File: config.mk
export PLATFORM = sky130hd
export DESIGN_NAME = tmr_wdt_shared_ps
export DESIGN_NICKNAME = d
export VERILOG_FILES = /design/src/rtl/tmr_wdt_shared_ps.sv
export SDC_FILE = /design/constraint.sdc
export NUM_CORES = 1
export LEC_CHECK = 0
export BUFFER_PORTS_ARGS = -buffer_cell sky130_fd_sc_hd__buf_4
export CORE_ASPECT_RATIO = 0.6
export CORE_MARGIN = 4
export CORE_UTILIZATION = 48
export DETAILED_ROUTE_END_ITERATION = 8
export PLACE_DENSITY_LB_ADDON = 0.1
export SYNTH_ARGS = -nofsm -noshare
export SYNTH_HDL_FRONTEND = slang
export SYNTH_SLANG_ARGS = --single-unit
File: constraint.sdc
create_clock -name clk -period 3 [get_ports clk]
set_input_delay 0 -clock clk [delete_from_list [all_inputs] [get_ports clk]]
set_output_delay 0 -clock clk [all_outputs]
set_load 0.005 [all_outputs]
File: src/rtl/tmr_wdt_shared_ps.sv
module tmr_wdt_shared_ps #(
  parameter int TMR_W = 8,
  parameter int PS_W  = 8,
  parameter int WDT_W = 8,
  parameter int SEL_W = $clog2(PS_W)
) (
  input  logic             clk,
  input  logic             rst_n,
  input  logic             sys_tick,
  input  logic             ext_pin,
  input  logic             wdt_tick,
  input  logic             src_ext,
  input  logic             edge_fall,
  input  logic             ps_to_wdt,
  input  logic [SEL_W-1:0] rate,
  input  logic             tmr_wr,
  input  logic [TMR_W-1:0] tmr_wdata,
  input  logic             flag_clr,
  input  logic             wdt_clr,
  output logic [TMR_W-1:0] tmr_count,
  output logic             tmr_ovf,
  output logic             wdt_timeout
);

  localparam logic [PS_W-1:0]  PS_ONES  = {PS_W{1'b1}};
  localparam logic [TMR_W-1:0] TMR_TOP  = {TMR_W{1'b1}};
  localparam logic [WDT_W-1:0] WDT_TOP  = {WDT_W{1'b1}};

  logic [2:0]       pin_q;
  logic [PS_W-1:0]  ps_cnt;
  logic [WDT_W-1:0] wdt_cnt;

  logic [SEL_W:0]   tshift;
  logic [PS_W-1:0]  tmask, wmask;
  logic             ext_edge, tmr_src, ps_in, ps_clr;
  logic             tdiv_hit, wdiv_hit, tmr_inc, wdt_inc;

  always_ff @(posedge clk or negedge rst_n)
    if (!rst_n) pin_q <= '0;
    else        pin_q <= {pin_q[1:0], ext_pin};

  assign ext_edge = edge_fall ? (!pin_q[1] && pin_q[2]) : (pin_q[1] && !pin_q[2]);
  assign tmr_src  = src_ext ? ext_edge : sys_tick;
  assign ps_in    = ps_to_wdt ? wdt_tick : tmr_src;
  assign ps_clr   = ps_to_wdt ? wdt_clr : tmr_wr;

  assign tshift   = {1'b0, rate} + 1'b1;
  assign tmask    = ~(PS_ONES << tshift);
  assign wmask    = ~(PS_ONES << rate);
  assign tdiv_hit = &(ps_cnt | ~tmask);
  assign wdiv_hit = &(ps_cnt | ~wmask);

  assign tmr_inc  = ps_to_wdt ? tmr_src : (ps_in && tdiv_hit);
  assign wdt_inc  = ps_to_wdt ? (wdt_tick && wdiv_hit) : wdt_tick;

  always_ff @(posedge clk or negedge rst_n)
    if (!rst_n)      ps_cnt <= '0;
    else if (ps_clr) ps_cnt <= '0;
    else if (ps_in)  ps_cnt <= ps_cnt + 1'b1;

  always_ff @(posedge clk or negedge rst_n)
    if (!rst_n)       tmr_count <= '0;
    else if (tmr_wr)  tmr_count <= tmr_wdata;
    else if (tmr_inc) tmr_count <= tmr_count + 1'b1;

  always_ff @(posedge clk or negedge rst_n)
    if (!rst_n)                                      tmr_ovf <= 1'b0;
    else if (tmr_inc && !tmr_wr && tmr_count == TMR_TOP) tmr_ovf <= 1'b1;
    else if (flag_clr)                               tmr_ovf <= 1'b0;

  always_ff @(posedge clk or negedge rst_n)
    if (!rst_n) begin
      wdt_cnt     <= '0;
      wdt_timeout <= 1'b0;
    end else begin
      wdt_timeout <= !wdt_clr && wdt_inc && wdt_cnt == WDT_TOP;
      if (wdt_clr)      wdt_cnt <= '0;
      else if (wdt_inc) wdt_cnt <= wdt_cnt + 1'b1;
    end

  assert_ovf_on_wrap_R6: assert property (@(posedge clk) disable iff (!rst_n)
    ($past(tmr_count) == TMR_TOP && tmr_count == '0 && !$past(tmr_wr)) |-> tmr_ovf);

  assert_tmr_single_step_R3: assert property (@(posedge clk) disable iff (!rst_n)
    !$past(tmr_wr) |-> (tmr_count == $past(tmr_count) ||
                        tmr_count == TMR_W'($past(tmr_count) + 1'b1)));

  assert_write_clears_ps_R7: assert property (@(posedge clk) disable iff (!rst_n)
    ($past(tmr_wr) && !$past(ps_to_wdt)) |-> ps_cnt == '0);

  assert_wdt_clear_R10: assert property (@(posedge clk) disable iff (!rst_n)
    $past(wdt_clr) |-> (wdt_cnt == '0 && (!$past(ps_to_wdt) || ps_cnt == '0)));

  assert_timeout_one_cycle_R8: assert property (@(posedge clk) disable iff (!rst_n)
    wdt_timeout |=> !wdt_timeout);

  assert_timeout_at_wrap_R8: assert property (@(posedge clk) disable iff (!rst_n)
    wdt_timeout |-> wdt_cnt == '0);

endmodule

== Yosys cells after proc, flatten, opt, wreduce, memory -nomap -nowiden ==
Cells that the tools add are included.
Storage, ports and cells
  register bits: 29
  input bits: 22
Operators by class
  $add $sub $neg: 4
  eq/ne operators: 2
  shift operators: 2
  mux-type cells: 14
  bitwise operators: 6
  reductions and logical operators: 18
Operators with widths (number)
  2-to-1 mux 8 bit: 6
  inverter 8 bit: 4
  adder 8 x 1 -> 8 bit (second input constant): 3
  == test 8 bit (second input constant): 2
  bitwise OR 8 bit: 2
  AND reduction 8 bit: 2
  logical AND 1 bit: 8
  2-to-1 mux 1 bit: 8
  nonzero test 2 bit: 4
  left shift 8 x 3 -> 8 bit (first input constant): 1
  left shift 8 x 4 -> 8 bit (first input constant): 1
  adder 3 x 1 -> 4 bit (second input constant): 1
  logical NOT 1 bit: 4

== Depth between registers and ports, before layout ==
Gate-level depths: netlist (run 1).
  depth in word-level cells: 11
  gate-level depth with buffers: 8
  gate-level depth less buffers: 7

== Worst setup path before layout (run 1) ==
No wires, ideal clock.
  kind: flip-flop to flip-flop
  start: register pin_q[2]
  end: register tmr_count[3]
  arrival: 1.936 ns
  required time: 2.918 ns
  path slack: 0.982 ns
  stages on the path, launching flop included: 7
  buffers on the path: 1
  cell sequence: dfrtp_1 -> or3b_4 -> a31o_1 -> or2_1 -> buf_6 -> or4_1 -> a31oi_1
On the way
  word-level cells in the longest chain between the ends: 8
Ends and longest elaborated chain
  start, declared: line 29  | logic [2:0] pin_q;
  start signal, assigned: line 40  | else pin_q <= {pin_q[1:0], ext_pin};
  logical NOT 1 bit: line 42  | assign ext_edge = edge_fall ? (!pin_q[1] && pin_q[2]) : (pin_q[1] && !pin_q[2]);
  logical AND 1 bit: line 42
  2-to-1 mux 1 bit (*): line 42
  2-to-1 mux 1 bit (*): line 43  | assign tmr_src = src_ext ? ext_edge : sys_tick;
  2-to-1 mux 1 bit: line 44  | assign ps_in = ps_to_wdt ? wdt_tick : tmr_src;
  logical AND 1 bit: line 53  | assign tmr_inc = ps_to_wdt ? tmr_src : (ps_in && tdiv_hit);
  2-to-1 mux 1 bit (*): line 53
  nonzero test 2 bit (no source line) (*)
  end signal, assigned: line 63  | else if (tmr_wr) tmr_count <= tmr_wdata;
  end signal, assigned: line 64  | else if (tmr_inc) tmr_count <= tmr_count + 1'b1;
  end, declared: line 20  | output logic [TMR_W-1:0] tmr_count,
Mark *: on every way between the ends. The rest lies on a longest branch, timed or not.
A chain may end at the register's enable or synchronous reset.

== Worst setup path after layout (run 1) ==
  start: register pin_q[2]
  end: register tmr_ovf
On the way
  word-level cells in the longest chain between the ends: 10
Ends and longest elaborated chain
  logical NOT 1 bit: line 42
  logical AND 1 bit: line 42
  2-to-1 mux 1 bit (*): line 42
  2-to-1 mux 1 bit (*): line 43
  2-to-1 mux 1 bit: line 44
  logical AND 1 bit: line 53
  2-to-1 mux 1 bit (*): line 53
  logical AND 1 bit (*) (2 in a row): line 68  | else if (tmr_inc && !tmr_wr && tmr_count == TMR_TOP) tmr_ovf <= 1'b1;
  2-to-1 mux 1 bit / nonzero test 2 bit (equally long branches)
  end signal, assigned: line 67  | if (!rst_n) tmr_ovf <= 1'b0;
  end signal, assigned: line 68
  end signal, assigned: line 69  | else if (flag_clr) tmr_ovf <= 1'b0;
  end, declared: line 21  | output logic tmr_ovf,
Marks and branches as above.

==> run_results.csv, run 1 <==
group,metric,value,unit
clock_tree,cts_buffers,5,
logic_synthesis,ys_ff_latch,29,
sta,tns,0,ns
logic_synthesis,netlist_area,1747,µm²
sta,setup_viol,0,
die,rows,16,
die,die_y,54.73,µm
clock_tree,clk-insertion-delay-late,0.28,ns
critical_path,cp_max_fo,11,
sta,holdWs,0.02464,ns
layout,layout-drive-gt1-share,18.72,%
clock_tree,cts_tree,"yes",
logic_synthesis,synth_most_common_cell,"dfrtp_1",
layout,antenna_cells,0,
worst_hold_path,min_path_cells,3,
critical_path,crit_required,3.16,ns
drt,post_drt_via_cell_ratio,5.968,
critical_path,cp-start-kind,"register",
sta,fmax,469.5,MHz
die,core_area,3363,µm²
clock_tree,htree_num_levels,2,
power_and_ir_drop,power,991.2,µW
logic_synthesis,syn-num-nets,221,
die,fp.dieW,85.88,µm
logic_synthesis,yosys.area.top_type_share,41.55,%
logic_synthesis,yosys_warnings,0,
logic_synthesis,synth_top_cell_by_area,"dfrtp_1",
layout,layout.nets,263,
status,status,"complete, no violations",
drt,drt-pass1-iter-count,4,
logic_synthesis,synth.distinct_cells,47,
die,start_util,51.93,%
critical_path,critical_path_class,"register to register",
sta,hold_viol_final,0,
critical_path,regToRegSetupSlack,0.87,ns
logic_synthesis,synth_area_per_cell,9.097,µm²
global_route,gr-total-overflow,0,
critical_path,rr_worst_depth,5,
drt,wl_per_cell,15.89,µm
sta,rsz0062_at_grt,"no",
logic_synthesis,synth_cells,192,
place,portBuffers,31,
worst_hold_path,hp-class,"primary input to register",
sta,fin_worst_skew,0.009896,ns
die,io_pins,32,
worst_hold_path,min_to,"tmr_count[6]$_DFFE_PN0P_",
sta,slew_headroom,63.24,%
clock_tree,post_cts_buffers,0,
clock_tree,clock-sinks,29,
worst_hold_path,hold_start,"tmr_wdata[6]",
sta,worst_slew_pin_slew,0.5477,ns
global_route,antenna_found_initial,0,
sta,fin_crit,2.130,ns
critical_path,cp.arrival,2.29,ns
clock_tree,clockBufferDepth,2,
logic_synthesis,synth_edf_count,0,
logic_synthesis,synth_area_leaders,"dfrtp_1 42%, ha_1 5.0%, nor2_1 4.3%, o21ai_0 3.4%, nand3_1 3.2%",
logic_synthesis,async_reset_ff_share,100.0,%
layout,area_delta_synth_final,26.43,%
power_and_ir_drop,leakagePower,0.0009707,µW
logic_synthesis,synth.yosys.seq_area_share,41.55,%
critical_path,end_kind,"register",
critical_path,r2r_start,"pin_q[2]$_DFF_PN0_",
global_route,grt_pass1_vias,1583,
drt,drt_iter0_drc,121,
clock_tree,clk_pin_slew_worst_paths,0.05,ns
drt,ant_nets,0,
drt,vias,1671,
power_and_ir_drop,peakVddDrop,276.2,µV
power_and_ir_drop,cellPowerDensity,448.8,nW/µm²
flow_run,maxCapViolCount,0,
global_route,grt_max_degree,30,
sta,layout_worst_path_cycle_share,71.00,%
global_route,grt_pass1_wl,7424,µm
place,place_congestion,0.8059,
drt,drc,0,
global_route,grtUsageTotal,20.61,%
die,dieArea,4700,µm²
sta,final-max-slew-violation-count,0,
drt,wl,4449,µm
logic_synthesis,synth_common_cells,"29 x dfrtp_1, 20 x nor2_1, 12 x nand2_1, 12 x o21ai_0, 11 x nand3_1",
clock_tree,cts_root_buffer,"clkbuf_8",
logic_synthesis,synth_ff_type,"dfrtp_1",
place,hpwl,3234,µm
critical_path,r2r-end,"tmr_ovf$_DFFE_PN0P_",
worst max-delay path: stages, from the launching register on:
cell	delay [ns]
dfrtp_1	0.37
or3b_4	0.40
a31o_1	0.22
or2_1	0.35
or3_1	0.41
o32ai_1	0.26
routing by layer:
metal | global-route usage [%] | share of wire, %
met4 | 6.579 | 1.2
met3 | 4.962 | 7.8
met1 | 28.69 | 48
met5 | 0 | 0
met2 | 31.84 | 43
how the worst max path moves through the flow:
stage                  startpoint                       end  slack [ns]  depth (start not counted)
2_1_floorplan  pin_q[2]$_DFF_PN0_  tmr_count[3]$_DFFE_PN0P_        0.98                          6
3_3_place_gp   pin_q[2]$_DFF_PN0_  tmr_count[3]$_DFFE_PN0P_        0.96                          5
3_5_place_dp   pin_q[2]$_DFF_PN0_       tmr_ovf$_DFFE_PN0P_        0.92                          5
4_1_cts        pin_q[2]$_DFF_PN0_       tmr_ovf$_DFFE_PN0P_        0.88                          5
5_1_grt        pin_q[2]$_DFF_PN0_       tmr_ovf$_DFFE_PN0P_        0.79                          5
6_report       pin_q[2]$_DFF_PN0_       tmr_ovf$_DFFE_PN0P_        0.87                          5
final cells by class:
class	count	area [µm²]
Clock buffer	7	96.34
Clock inverter	1	5.005
Fill cell	289	1155
Inverter	7	26.28
Multi-Input combinational cell	149	958.4
Sequential cell	29	725.7
Tap cell	45	56.30
Timing Repair Buffer	42	340.3
through the flow:
| step | utilization, % | instance area, µm² | worst slack (ns) | cells |
|---|---|---|---|---|
| detailed placement | 59.67 | 2007 | 0.9231 | 262 |
| global placement | 59.67 | 2007 | 0.9593 | 262 |
| finish | 65.66 | 2208 | 0.8700 | 280 |
| CTS | 65.66 | 2208 | 0.8789 | 280 |
| global route | 65.66 | 2208 | 0.7872 | 280 |
| floorplan | - | 1747 | 0.9817 | 192 |
flip-flops by register name, summed over array words and instances (netlist names):
signal / flops
ps_cnt: 8
tmr_count: 8
wdt_cnt: 8
pin_q: 3
tmr_ovf: 1
wdt_timeout: 1
report_power, final:
| part | switching, µW | internal (µW) |
|---|---|---|
| clock network | 151 | 207 |
| logic | 95.5 | 88.7 |
| registers | 35.8 | 413 |
cells in the final DEF, fill, tap and decap left out, drive strengths merged, types with 3 or more instances in the layout:
master       count
o211ai           3
nand3           11
or4              4
nor3             4
ha               7
nor2            20
o21ai           13
dlygate4sd3     10
dfrtp           29
xor2             5
a31oi            6
nand4            5
clkbuf           7
or3              7
inv              7
nand2           12
buf             32
nor2b            7
a21oi            8
o31ai            4
o21bai           3
timing repair:
action,4_1_cts,5_1_grt
hold buffers,10,0
resized for setup,0,0
hold endpoints to repair,43,0
logic make-up (layout without fill, tap and decap cells):
group / count (synthesis) / count (layout) / share of synthesized area (%)
flops: 29 / 29 / 41.55
compound gates: 52 / 52 / 20.63
xor+xnor: 5 / 5 / 2.507
fa+ha+maj: 7 / 7 / 5.014
simple gates: 81 / 81 / 24.28
mux: 4 / 4 / 2.435
buf+inv: 14 / 57 / 3.581
Power figures use the tool's default switching activity.
==> run 2: changes to the inputs <==
Clock period 3 ns to 2.2 ns, I/O delays scaled along.
==> run 2 against run 1 <==
Against the previous run: fmax up 4.7%; global-route usage down 1.2 points; first-iteration DRC count down 38%; clock power up 8.4%; critical path depth unchanged; clock-buffer cell count down 2; routed wire length down 6.9%; register-to-register slack worse by 0.70 ns; sequential share of layout area down 0.22 points; cell area up 0.68%; hold slack better by 0.012 ns; largest cell class unchanged; highest routed layer unchanged.
==> run_results.csv, run 2 (same netlist as run 1, synthesis figures left out) <==
group,metric,value,unit
worst_hold_path,hold_start,"tmr_wr",
critical_path,cp_max_fo,11,
critical_path,crit_required,2.39,ns
die,fp.dieW,85.88,µm
critical_path,crit_path_top_delay_cell,"or4_1",
clock_tree,clk-insertion-delay-late,0.27,ns
drt,routed.top_layer,"met4",
drt,wl_met1,2040,µm
global_route,grtUsageTotal,19.41,%
critical_path,cp-start-kind,"register",
place,place_congestion,0.8107,
sta,fmax,491.5,MHz
critical_path,critPathTopFamily,"compound AO/OA/AOI/OAI gates",
die,start_util,51.93,%
power_and_ir_drop,cellPowerDensity,566.2,nW/µm²
sta,final-max-slew-violation-count,0,
clock_tree,cts_buffers,5,
sta,hold_viol_final,0,
drt,wl,4141,µm
sta,fin_crit,2.035,ns
layout,layout_commonest_cell,"buf_4",
worst_hold_path,min_to,"tmr_count[5]$_DFFE_PN0P_",
layout,layout-drive-gt1-share,19.75,%
global_route,antenna_found_initial,0,
layout,layout.nets,268,
drt,drt_iter0_drc,75,
global_route,gr-total-overflow,0,
layout,utilization,66.11,%
critical_path,critical_path_class,"register to register",
status,status,"complete, no violations",
layout,antenna_cells,0,
worst_hold_path,min_path_cells,3,
drt,vias,1600,
clock_tree,clock-sinks,29,
critical_path,r2r-end,"tmr_count[4]$_DFFE_PN0P_",
layout,top_regs,"ps_cnt (8), tmr_count (8), wdt_cnt (8)",
die,dieArea,4700,µm²
die,io_pins,32,
critical_path,slowest_delay,0.53,ns
clock_tree,clockBufferDepth,2,
layout,final_cell_mix,"36 x buf_4, 29 x dfrtp_1, 20 x nor2_1",
critical_path,cp.arrival,2.23,ns
layout,final_cells,283,
critical_path,crit_buf_inv,0,
die,core_area,3363,µm²
sta,holdWs,0.03617,ns
global_route,grt_max_degree,30,
drt,route.met3.wl,323,µm
critical_path,r2r_start,"ps_cnt[4]$_DFFE_PN0P_",
drt,drt-pass1-iter-count,4,
critical_path,crit_chain,"nor2_1 > o41a_1 > o21a_1 > or4_1 > a31oi_1",
critical_path,crit_start,"ps_cnt[4]$_DFFE_PN0P_",
global_route,grt_pass1_vias,1500,
sta,layout_worst_path_cycle_share,92.49,%
die,die_y,54.73,µm
critical_path,regToRegSetupSlack,0.17,ns
worst_hold_path,hp-class,"primary input to register",
drt,post_drt_via_cell_ratio,5.654,
die,rows,16,
flow_run,maxCapViolCount,0,
clock_tree,clk_pin_slew_worst_paths,0.06,ns
drt,wl_per_cell,14.63,µm
sta,fin_worst_skew,0.001018,ns
power_and_ir_drop,peakVddDrop,364.3,µV
layout,area_delta_synth_final,27.29,%
sta,tns,0,ns
sta,worst_slew_pin_slew,0.5182,ns
critical_path,end_kind,"register",
sta,slew_headroom,65.22,%
drt,wl_met2,1765,µm
clock_tree,cts_root_buffer,"clkbuf_8",
place,post-place-cells,266,
critical_path,rr_worst_depth,5,
clock_tree,cts_tree,"yes",
drt,ant_nets,0,
global_route,grt_pass1_wl,6989,µm
power_and_ir_drop,leakagePower,0.0009815,µW
sta,setup_viol,0,
sta,rsz0062_at_grt,"no",
drt,drc,0,
place,portBuffers,31,
place,hpwl,3027,µm
power_and_ir_drop,power,1259,µW
clock_tree,htree_num_levels,2,
## run 2: changes by cell type in the layout (fill, tap and decap cells not counted)
cell           delta
or2_4             +1
clkbuf_8          -2
or2_1             -1
buf_4             +4
dlygate4sd3_1     +1
## run 2: worst reg2reg max path, delay by kind of cell, from the launching register on
family,cells,cell delay [ns]
flops,1,0.46
simple gates,2,0.61
compound gates,3,0.89
## run 2: repair_timing
item	4_1_cts	5_1_grt
endpoints found under the hold margin	44	0
setup endpoints to repair	0	2
setup buffers	0	0
hold buffers	11	0
resized for setup	0	1
## run 2: how the worst max path moves through the flow
stage | cells after the start | to | slack, ns
detailed placement | 5 | tmr_count[4]$_DFFE_PN0P_ | 0.11
CTS | 5 | tmr_count[4]$_DFFE_PN0P_ | 0.10
global route | 5 | tmr_count[4]$_DFFE_PN0P_ | 0.05
global placement | 5 | tmr_count[3]$_DFFE_PN0P_ | 0.16
floorplan | 6 | tmr_count[3]$_DFFE_PN0P_ | 0.18
finish | 5 | tmr_count[4]$_DFFE_PN0P_ | 0.17
## run 2: per-stage QoR
stage / setup slack (ns) / instance area (µm²)
6_report: 0.1653 / 2223
5_1_grt: 0.04728 / 2223
4_1_cts: 0.1022 / 2221
3_5_place_dp: 0.1133 / 2037
3_3_place_gp: 0.1615 / 2037
2_1_floorplan: 0.1817 / 1747
## run 2: routing by layer
metal / vias to the layer above / GRT usage, %
met1: 736 / 28.47
met5: - / 0
met4: 0 / 5.263
met3: 2 / 5.263
met2: 55 / 27.88
li1: 807 / -
## run 2: final cells by class
class	count	area (µm²)
multi-input combinational	149	960.9
tap	45	56.30
clock inverter	1	5.005
clock buffer	5	68.82
sequential	29	725.7
fill	284	1140
timing repair buffer	47	380.4
inverter	7	26.28
## run 2: power breakdown
group / leakage [µW] / switching, µW / internal [µW] / total [µW]
combinational: 0.000567 / 133 / 132 / 264
clock: 0.0000399 / 180 / 207 / 388
sequential: 0.000374 / 42.5 / 564 / 607
total: 0.000981 / 356 / 903 / 1260
